`config.mk`:
```
export PLATFORM = sky130hd
export DESIGN_NAME = scanout_seq
export DESIGN_NICKNAME = d
export VERILOG_FILES = /design/src/rtl/scanout_pkg.sv /design/src/rtl/scanout_regbank.sv /design/src/rtl/scanout_status.sv /design/src/rtl/scanout_fsm.sv /design/src/rtl/scanout_seq.sv
export SDC_FILE = /design/constraint.sdc
export NUM_CORES = 1
export LEC_CHECK = 0
export ABC_AREA = 1
export ABC_CLOCK_PERIOD_IN_PS = 8850
export BUFFER_PORTS_ARGS = -buffer_cell sky130_fd_sc_hd__buf_2
export CAP_MARGIN = 20
export CORE_MARGIN = 5
export CORE_UTILIZATION = 29
export CTS_BUF_LIST = sky130_fd_sc_hd__clkbuf_16
export DETAILED_ROUTE_END_ITERATION = 8
export SETUP_SLACK_MARGIN = 0.5
export SKIP_LAST_GASP = 1
export SLEW_MARGIN = 20
export SYNTH_ARGS = -nofsm -noshare
export SYNTH_HDL_FRONTEND = slang
export SYNTH_SLANG_ARGS = --single-unit
```
`constraint.sdc`:
```
create_clock -name clk -period 8.85 [get_ports clk]
set_input_delay 0.4425 -clock clk [delete_from_list [all_inputs] [get_ports clk]]
set_output_delay 0.4425 -clock clk [all_outputs]
set_load 0.005 [all_outputs]
```
`src/rtl/scanout_pkg.sv`:
```
package scanout_pkg;
    typedef enum logic [1:0] {
        SEQ_IDLE  = 2'd0,
        SEQ_FETCH = 2'd1,
        SEQ_HALT  = 2'd2
    } seq_state_e;

    localparam int STAT_W  = 5;
    localparam int LEN_W   = 5;
    localparam int S_EOF0  = 0;
    localparam int S_EOF1  = 1;
    localparam int S_UFLOW = 2;
    localparam int S_SLOST = 3;
    localparam int S_PALD  = 4;

    function automatic logic code_ok(input logic [2:0] c);
        return c <= 3'd4;
    endfunction

    function automatic logic [LEN_W-1:0] code_words(input logic [2:0] c);
        return code_ok(c) ? (LEN_W'(1) << c) : '0;
    endfunction
endpackage

```
`src/rtl/scanout_regbank.sv`:
```
module scanout_regbank #(
    parameter int AW   = 16,
    parameter int NREG = 4,
    localparam int SW  = $clog2(NREG)
) (
    input  logic                     clk,
    input  logic                     rst_n,
    input  logic                     wr_en,
    input  logic [SW-1:0]            wr_sel,
    input  logic [AW-1:0]            wr_data,
    output logic [NREG-1:0][AW-1:0]  regs_q
);
    for (genvar i = 0; i < NREG; i++) begin : g_reg
        always_ff @(posedge clk) begin
            if (!rst_n)
                regs_q[i] <= '0;
            else if (wr_en && (wr_sel == SW'(i)))
                regs_q[i] <= wr_data;
        end
    end
endmodule

```
`src/rtl/scanout_status.sv`:
```
module scanout_status #(
    parameter int W = 5
) (
    input  logic         clk,
    input  logic         rst_n,
    input  logic [W-1:0] set_i,
    input  logic [W-1:0] clr_i,
    output logic [W-1:0] status_o,
    output logic         irq_o
);
    for (genvar b = 0; b < W; b++) begin : g_bit
        always_ff @(posedge clk) begin
            if (!rst_n)
                status_o[b] <= 1'b0;
            else if (set_i[b])
                status_o[b] <= 1'b1;
            else if (clr_i[b])
                status_o[b] <= 1'b0;
        end
    end

    assign irq_o = |status_o;
endmodule

```
`src/rtl/scanout_fsm.sv`:
```
module scanout_fsm
    import scanout_pkg::*;
#(
    parameter int AW = 16,
    parameter int LW = 8
) (
    input  logic             clk,
    input  logic             rst_n,
    input  logic             raster_en,
    input  logic             dual_en,
    input  logic [2:0]       burst_code,
    input  logic [LW-1:0]    fifo_thresh,
    input  logic [LW-1:0]    fifo_level,
    input  logic             err_hold,
    input  logic [AW-1:0]    base0,
    input  logic [AW-1:0]    ceil0,
    input  logic [AW-1:0]    base1,
    input  logic [AW-1:0]    ceil1,
    input  logic             rd_ack,
    output logic             rd_req,
    output logic [AW-1:0]    rd_addr,
    output logic [LEN_W-1:0] rd_len,
    output logic [1:0]       eof_set
);
    seq_state_e st_q, st_d;
    logic [AW-1:0] cur_addr, cur_ceil;
    logic          cur_region;
    logic [AW:0]   nxt_addr;
    logic          wrap, fire, next_region, start;
    logic [AW-1:0] ent_base, ent_ceil;

    assign rd_len      = code_words(burst_code);
    assign nxt_addr    = {1'b0, cur_addr} + {{(AW+1-LEN_W){1'b0}}, rd_len};
    assign wrap        = nxt_addr > {1'b0, cur_ceil};
    assign fire        = rd_req && rd_ack;
    assign next_region = dual_en ? ~cur_region : 1'b0;
    assign ent_base    = next_region ? base1 : base0;
    assign ent_ceil    = next_region ? ceil1 : ceil0;
    assign start       = (st_q == SEQ_IDLE) && (st_d == SEQ_FETCH);
    assign rd_addr     = cur_addr;

    always_comb begin
        st_d = st_q;
        unique case (st_q)
            SEQ_IDLE: begin
                if (err_hold)       st_d = SEQ_HALT;
                else if (raster_en) st_d = SEQ_FETCH;
            end
            SEQ_FETCH: begin
                if (err_hold)        st_d = SEQ_HALT;
                else if (!raster_en) st_d = SEQ_IDLE;
            end
            SEQ_HALT: begin
                if (!raster_en && !err_hold) st_d = SEQ_IDLE;
            end
            default: st_d = SEQ_IDLE;
        endcase
    end

    always_ff @(posedge clk) begin
        if (!rst_n) st_q <= SEQ_IDLE;
        else        st_q <= st_d;
    end

    always_comb begin
        rd_req  = (st_q == SEQ_FETCH) && raster_en && code_ok(burst_code)
                  && (fifo_level <= fifo_thresh);
        eof_set = 2'b00;
        if (fire && wrap) eof_set[cur_region] = 1'b1;
    end

    always_ff @(posedge clk) begin
        if (!rst_n) begin
            cur_addr   <= '0;
            cur_ceil   <= '0;
            cur_region <= 1'b0;
        end else if (start) begin
            cur_addr   <= base0;
            cur_ceil   <= ceil0;
            cur_region <= 1'b0;
        end else if (fire) begin
            if (wrap) begin
                cur_addr   <= ent_base;
                cur_ceil   <= ent_ceil;
                cur_region <= next_region;
            end else begin
                cur_addr <= nxt_addr[AW-1:0];
            end
        end
    end
endmodule

```
`src/rtl/scanout_seq.sv`:
```
module scanout_seq
    import scanout_pkg::*;
#(
    parameter int AW = 16,
    parameter int LW = 8
) (
    input  logic              clk,
    input  logic              rst_n,
    input  logic              raster_en,
    input  logic              dual_en,
    input  logic [2:0]        burst_code,
    input  logic [LW-1:0]     fifo_thresh,
    input  logic              reg_wr_en,
    input  logic [1:0]        reg_wr_sel,
    input  logic [AW-1:0]     reg_wr_data,
    input  logic [LW-1:0]     fifo_level,
    input  logic              pix_pop,
    input  logic              sync_lost,
    input  logic              pal_done,
    input  logic [STAT_W-1:0] stat_clr,
    output logic              rd_req,
    input  logic              rd_ack,
    output logic [AW-1:0]     rd_addr,
    output logic [LEN_W-1:0]  rd_len,
    output logic [STAT_W-1:0] status,
    output logic              irq
);
    logic [3:0][AW-1:0]  regs;
    logic [1:0]          eof_set;
    logic [STAT_W-1:0]   stat_set;
    logic                err_hold;

    scanout_regbank #(.AW(AW), .NREG(4)) u_regs (
        .clk     (clk),
        .rst_n   (rst_n),
        .wr_en   (reg_wr_en),
        .wr_sel  (reg_wr_sel),
        .wr_data (reg_wr_data),
        .regs_q  (regs)
    );

    assign err_hold = status[S_UFLOW] && status[S_SLOST];

    scanout_fsm #(.AW(AW), .LW(LW)) u_fsm (
        .clk         (clk),
        .rst_n       (rst_n),
        .raster_en   (raster_en),
        .dual_en     (dual_en),
        .burst_code  (burst_code),
        .fifo_thresh (fifo_thresh),
        .fifo_level  (fifo_level),
        .err_hold    (err_hold),
        .base0       (regs[0]),
        .ceil0       (regs[1]),
        .base1       (regs[2]),
        .ceil1       (regs[3]),
        .rd_ack      (rd_ack),
        .rd_req      (rd_req),
        .rd_addr     (rd_addr),
        .rd_len      (rd_len),
        .eof_set     (eof_set)
    );

    always_comb begin
        stat_set          = '0;
        stat_set[S_EOF0]  = eof_set[0];
        stat_set[S_EOF1]  = eof_set[1];
        stat_set[S_UFLOW] = pix_pop && (fifo_level == '0);
        stat_set[S_SLOST] = sync_lost;
        stat_set[S_PALD]  = pal_done;
    end

    scanout_status #(.W(STAT_W)) u_stat (
        .clk      (clk),
        .rst_n    (rst_n),
        .set_i    (stat_set),
        .clr_i    (stat_clr),
        .status_o (status),
        .irq_o    (irq)
    );
endmodule

```
---- Word-level counts from Yosys, hierarchy flattened ----
Index checks and enable logic that the tools add are counted.
cells by class
  $add $sub $neg .......................... 1
  magnitude comparators ................... 5
  equal/unequal tests ..................... 6
  shifts and indexed selects .............. 1
  muxes and demuxes ....................... 29
  bitwise logic cells ..................... 2
  reductions and logical operators ........ 30
operators by type and width
  operator                                                    count
  2-to-1 mux 16 bit                                           8
  adder 16 x 5 -> 17 bit                                      1
  greater-than comparator 17 x 16 -> 1 bit                    1
  logical AND 1 bit                                           14
  nonzero test 2 bit                                          7
  2-to-1 mux 1 bit                                            12
  2-to-1 mux 2 bit                                            6
  <= comparator 8 bit                                         1
  zero test 8 bit                                             1
  equality test 2 x 1 -> 1 bit, second input constant         3
  equality test 2 bit, second input constant                  3
  one-hot mux 2 bit (3 select lines)                          1
  2-to-1 mux 5 bit                                            1
  OR reduction 5 bit                                          1
  left shift 1 x 3 -> 5 bit, first input constant             1
  zero test 2 bit                                             2
  AND reduction 2 bit                                         2
  <= comparator 3 bit, second input constant                  1
  zero test 1 bit                                             2
  less-than comparator 1 x 2 -> 1 bit, second input constant  1
  NOT 1 bit                                                   2
  OR reduction 2 bit                                          1
  demux 1 bit (select 1 bit)                                  1
  >= comparator 1 bit, second input constant                  1
word-level totals
  register bits ........................... 104
  output and inout bits ................... 28
  word-level logic and storage cells ...... 87

---- Logic depth before layout (Yosys ltp) ----
  depth in word-level cells ............... 9
  mapped depth ............................ 28

---- By module ----
Synthesis repeated with hierarchy kept, for this count alone.
second synthesis, totals
  cells, all modules ...................... 970
  area, all modules ....................... 6,243.5 um2
modules (own cells, without submodules)
  module           instances  cells an instance  area an instance (um2)
  scanout_fsm      1          519                3,352.0
  scanout_regbank  1          413                2,652.5
  scanout_status   1          29                 200.2
  scanout_seq      1          9                  38.8

---- Worst setup path before layout ----
Ideal clock, no wire load.
  path kind ............................... input to register
  start point ............................. in burst_code[1]
  end point ............................... reg u_fsm.cur_ceil[10]
  library setup time ...................... 0.115 ns
  arrival ................................. 3.438 ns
  data required time ...................... 8.735 ns
  setup slack ............................. 5.297 ns
  cell stages on the path ................. 24
  cell sequence ........................... nor2_1 > inv_1 > nor2_1 > ha_1 > fa_1 > nand3_1 > nand3_2 > nand2_1 > nand2_1 > nand2_2 > nor2_1 > nand2_1 > nor2_1 > xor2_1 > inv_1 > ha_1 > nand2_1 > nor4_2 > nand4_4 > nand3_4 > buf_6 > nand3_2 > nand2_1 > nor2_1
between the ends
  longest elaborated chain between the ends .. 6
  elaborated cells on any way between the ends .. 11
  those cells by class .................... 1 x add/sub; 2 x order compare; 1 x shift; 1 x mux; 6 x reduce/logical
RTL lines
  what                                                                     line                                  RTL
  from (decl)                                                              scanout_seq.sv:11                     input logic [2:0] burst_code,
  <= comparator 3 bit / left shift 1 x 3 -> 5 bit (equally long branches)  scanout_pkg.sv:17, scanout_pkg.sv:21
  2-to-1 mux 5 bit *                                                       scanout_pkg.sv:21                     return code_ok(c) ? (LEN_W'(1) << c) : '0;
  via rd_len[0]                                                            scanout_seq.sv:24                     output logic [LEN_W-1:0] rd_len,
  adder 16 x 5 -> 17 bit *                                                 scanout_fsm.sv:33                     assign nxt_addr = {1'b0, cur_addr} + {{(AW+1-LEN_W){1'b0}}, rd_len};
  greater-than comparator 17 x 16 -> 1 bit *                               scanout_fsm.sv:34                     assign wrap = nxt_addr > {1'b0, cur_ceil};
  nonzero test 2 bit (no line) *                                           --
  AND reduction 2 bit (no line) *                                          --
  to (signal assigned)                                                     scanout_fsm.sv:79                     cur_ceil <= ceil0;
  to (signal assigned)                                                     scanout_fsm.sv:84                     cur_ceil <= ent_ceil;
  to (decl)                                                                scanout_fsm.sv:26                     logic [AW-1:0] cur_addr, cur_ceil;
The timed path passes the listed nets; every way through them passes the cells marked *.
A chain may end at the register's enable or synchronous reset.

---- Worst setup path in the final report ----
  start point ............................. in burst_code[1]
  end point ............................... reg u_fsm.cur_ceil[1]
between the ends
  longest elaborated chain between the ends .. 6
  elaborated cells on any way between the ends .. 11
  those cells by class .................... 1 x add/sub; 2 x order compare; 1 x shift; 1 x mux; 6 x reduce/logical
RTL lines
  what                                                                                  line
  <= comparator 3 bit / left shift 1 x 3 -> 5 bit (equally long branches)               scanout_pkg.sv:17, scanout_pkg.sv:21
  2-to-1 mux 5 bit / logical AND 1 bit (equally long branches)                          scanout_pkg.sv:21, scanout_fsm.sv:66
  adder 16 x 5 -> 17 bit / logical AND 1 bit (equally long branches)                    scanout_fsm.sv:33, scanout_fsm.sv:67
  greater-than comparator 17 x 16 -> 1 bit / logical AND 1 bit (equally long branches)  scanout_fsm.sv:34, scanout_fsm.sv:35
  nonzero test 2 bit (no line)                                                          --
  AND reduction 2 bit (no line) *                                                       --
Every way passes the cells marked *; elsewhere a longest branch is shown, timed or not.

==> out/metrics.sh <==
SYNTH-WARNING-COUNT=0
CTS_ROOT_BUFFER='sky130_fd_sc_hd__clkbuf_16'
CLKTRANSATPATHREGS_PS=70
POST-CTS-SETUP-BUFFER-COUNT=0
WIRELENGTH_UM=15900
WL_PER_CELL_UM=13.6
POSTCTSHOLDBUFS=0
NFILLCELLS=2125
TIMING.MAX_SLEW.REL_SLACK_PCT=32.5
WORST-SETUP-PATH-TYPE='input port to flip-flop'
DIE_H_UM=151
FINAL_CORE_UTIL_PCT=33.9
TRACK_USAGE_PCT=14.1
PERIOD_NEEDED_PS=4020
YOSYSTOPAREACELL='sky130_fd_sc_hd__dfxtp_1'
GRT_ANTENNA_BEFORE_REPAIR=0
SYNTH_SEQUENTIAL_AREA_RATIO_PCT=36.2
HOLD_VIOL_FINAL=0
CLKSINKCOUNT=104
DETAILEDROUTE.FIRSTPASSITERATIONCOUNT=5
INSERTION_DELAY_PS=360
CRIT_PATH_END_KIND='flip-flop'
SYNTH_TOP_CELLS_BY_AREA='sky130_fd_sc_hd__dfxtp_1 36%, sky130_fd_sc_hd__o21ai_0 9.8%, sky130_fd_sc_hd__nand2_1 9.1%'
ROUTE.VIAS.TOTAL=5396
YS_FF_LATCH=104
MIN-DELAY-PATH-CLASS='input port to flip-flop'
FIN_NETS=984
CTS_BUFFERS=9
LEAKAGEPOWER_nW=3.09
TIGHTEST_SLEW_PS=1010
EDFF_COUNT_SYNTH=0
CLOCK.FMAX_MHz=249
SYNTHCELLS=848
POSTLAYOUTCELLAREA_UM2=6600
START_UTIL_PCT=29.5
CP_LAUNCH_TYPE='input port'
SYNTH_LARGEST_TYPE_AREA_FRACTION_PCT=36.2
ROUTE.DETAILED.VIAS_PER_INST=4.60
WORST_PATH_MAX_FANOUT=25
GRT_FIRST_PASS_WIRELENGTH_UM=25100
DRT_FIRST_ITER_VIOLATIONS=350
PIN_COUNT_OF_THE_BIGGEST_NET_ENTERING_GLOBAL_ROUTING=83
TCRIT_TCLK_FINAL_PCT=45.4
NETLIST-CELL-TYPE-COUNT=35
FIRST_GLOBAL_VIAS=4701
POSTSYNTH.TOPFLOPCELL='sky130_fd_sc_hd__dfxtp_1'
FIN_WORST_HOLD_SLACK_PS=294
TIMING.SETUP.TNS_PS=0
SYN2LAYOUT_AREA_GROWTH_PCT=14.8
POWER_mW=1.07
GRT_REMAINING_OVERFLOW=0
DRV_CAP=0
FINAL_LAYOUT_SIZE_SUFFIX_GT1_SHARE_PCT=13.3
ANTENNADIODECOUNT=0
FINAL-SETUP-VIOL-COUNT=0
IO_PINS=79
WEIGHTED_CONGESTION_REPORTED_AT_THE_END_OF_ROUTABILITY_DRIVEN_PLACEMENT=0.842
RSZ0062_AT_GRT='no'
WORST_R2R_PATH_DEPTH=21
POWER-PER-CELL-AREA_nW_PER_UM2=163
REQUIRED_WORST_ENDPOINT_PS=9140
SYNTHESIS.NETS=929
HOLDPATHSTAGES=3
SKEW_PS=5.46
CORE_FOOTPRINT_UM2=19500
CTS_TREE='done'
NUMPORTBUFFERS=78
DIE_AREA_UM2=22700
POST-DP-HPWL_UM=11800
POSTSYNTHAREAPERCELL_UM2=6.78
CTS-ROOT-TO-SINK-BUFFERS=2
DPL-INSTANCE-AREA_UM2=6320
WORSTPATHARRIVAL_PS=4310
OUTCOME='finished, final reports clean'
PLACEMENTROWS=51
DETAIL-ROUTE-ANTENNA-NETS=0
DIE_W_UM=151
POWER.IR.VDD_WORST_mV=0.103
SYNTHESIS.AREA_UM2=5750
SYNTH_ASYNC_SR_FLOP_SHARE_PCT=0
CTS-RESIZED-GATES=0
REPORT.FINAL.SLEW_VIOL_COUNT=0
HTREE_LEVELS=3
DRC_VIOLATION_COUNT_AFTER_ROUTING=0
-- final cells by class --
| cell class | count | area, µm² | area share [%] |
|---|---|---|---|
| timing repair buffer | 81 | 413 | 6.26 |
| clock inverter | 7 | 47.5 | 0.721 |
| tap | 265 | 332 | 5.03 |
| sequential | 104 | 2080 | 31.6 |
| clock buffer | 9 | 225 | 3.41 |
| multi-input combinational | 574 | 3000 | 45.4 |
| inverter | 133 | 499 | 7.57 |
-- flip-flops by register name, indices dropped and copies added, names as in the netlist --
register and cells:
u_fsm.cur_ceil 16, u_fsm.cur_region 1, u_fsm.rd_addr 16, u_fsm.st_q 2
u_regs.regs_q 64, u_stat.status_o 5
-- kinds of logic after synthesis --
logic type               after synthesis  synth area share [%]
buffers and inverters                170                  11.7
flip-flops                           104                  36.2
AO/OA/AOI/OAI                        197                  17.6
XOR/XNOR                              12                  1.83
adder cells (fa/ha/maj)               30                  6.66
AND/OR/NAND/NOR                      335                  26.0
-- cell usage in the layout (no fill, tap or decap), types with 2 or more instances in the layout --
| master | n |
|---|---|
| sky130_fd_sc_hd__a21oi_1 | 75 |
| sky130_fd_sc_hd__nand2_4 | 2 |
| sky130_fd_sc_hd__buf_4 | 3 |
| sky130_fd_sc_hd__clkbuf_16 | 9 |
| sky130_fd_sc_hd__inv_6 | 2 |
| sky130_fd_sc_hd__nand3_1 | 51 |
| sky130_fd_sc_hd__inv_1 | 133 |
| sky130_fd_sc_hd__nand4_1 | 2 |
| sky130_fd_sc_hd__a21o_1 | 2 |
| sky130_fd_sc_hd__nor2_1 | 111 |
| sky130_fd_sc_hd__xor2_1 | 12 |
| sky130_fd_sc_hd__nand2_1 | 140 |
| sky130_fd_sc_hd__nand3_2 | 10 |
| sky130_fd_sc_hd__dfxtp_1 | 104 |
| sky130_fd_sc_hd__buf_2 | 78 |
| sky130_fd_sc_hd__nor2_4 | 2 |
| sky130_fd_sc_hd__nor3_1 | 6 |
| sky130_fd_sc_hd__nor4_1 | 2 |
| sky130_fd_sc_hd__ha_1 | 29 |
| sky130_fd_sc_hd__o21ai_0 | 113 |
| sky130_fd_sc_hd__nand2_2 | 3 |
| sky130_fd_sc_hd__clkinv_4 | 2 |
-- synthesized netlist by cell type, types with 3 or more instances --
master and n:
sky130_fd_sc_hd__xor2_1 12, sky130_fd_sc_hd__nand2_2 3, sky130_fd_sc_hd__o21ai_0 113, sky130_fd_sc_hd__ha_1 29
sky130_fd_sc_hd__buf_1 4, sky130_fd_sc_hd__nor3_1 6, sky130_fd_sc_hd__inv_1 132, sky130_fd_sc_hd__buf_6 3
sky130_fd_sc_hd__a21oi_1 75, sky130_fd_sc_hd__nand2_1 140, sky130_fd_sc_hd__nand3_1 51, sky130_fd_sc_hd__nand3_2 10
sky130_fd_sc_hd__buf_2 8, sky130_fd_sc_hd__clkbuf_1 22, sky130_fd_sc_hd__nor2_1 112, sky130_fd_sc_hd__dfxtp_1 104
-- power breakdown --
group | leakage [nW] | total, mW | internal, mW | switching (mW)
Clock | 0.139 | 0.378 | 0.192 | 0.186
Sequential | 0.851 | 0.503 | 0.491 | 0.0121
Combinational | 2.10 | 0.191 | 0.0643 | 0.127
-- worst max-delay path, cell delays in order --
cell,delay (ps)
sky130_fd_sc_hd__buf_2,110
sky130_fd_sc_hd__nor2_1,90
sky130_fd_sc_hd__inv_1,60
sky130_fd_sc_hd__nor2_1,140
sky130_fd_sc_hd__ha_1,210
sky130_fd_sc_hd__fa_1,210
sky130_fd_sc_hd__nand3_1,100
sky130_fd_sc_hd__nand3_2,90
sky130_fd_sc_hd__nand2_1,50
sky130_fd_sc_hd__nand2_1,70
sky130_fd_sc_hd__nand2_2,90
sky130_fd_sc_hd__nor2_1,170
sky130_fd_sc_hd__nand2_1,100
sky130_fd_sc_hd__nor2_1,140
sky130_fd_sc_hd__xor2_1,200
sky130_fd_sc_hd__inv_1,60
sky130_fd_sc_hd__ha_1,290
sky130_fd_sc_hd__nand2_1,80
sky130_fd_sc_hd__nor4_2,390
sky130_fd_sc_hd__nand4_4,320
sky130_fd_sc_hd__nand3_4,410
sky130_fd_sc_hd__nand2_2,210
sky130_fd_sc_hd__nand2_1,110
sky130_fd_sc_hd__nand2_1,50
sky130_fd_sc_hd__nor2_1,100
-- metal layers --
layer	share of wire [%]	routed length (µm)	vias to the layer above	global-route usage [%]
li1	-	-	2815	-
met1	51	8050	2417	21.3
met2	42	6640	153	20.5
met3	6.8	1080	11	2.78
met4	0.92	147	0	3.26
met5	0	0	-	0
-- per-stage QoR --
stage / std cells / setup slack (ps)
finish: 1173 / 4830
global route: 1173 / 4420
CTS: 1173 / 4850
detailed placement: 1157 / 4490
global placement: 1157 / 4610
floorplan: 848 / 5300
-- worst paths after layout --
path | startpoint | endpoint | slack [ps]
worst max-delay path | burst_code[1] | u_fsm.cur_ceil[1] | 4830
worst min-delay path | pal_done | u_stat.status_o[4] | 290
worst min register to register | u_regs.regs_q[59] | u_regs.regs_q[59] | 450
worst max register to register | u_fsm.rd_addr[0] | u_fsm.cur_ceil[1] | 4950
(Power assumes the default switching activity.)
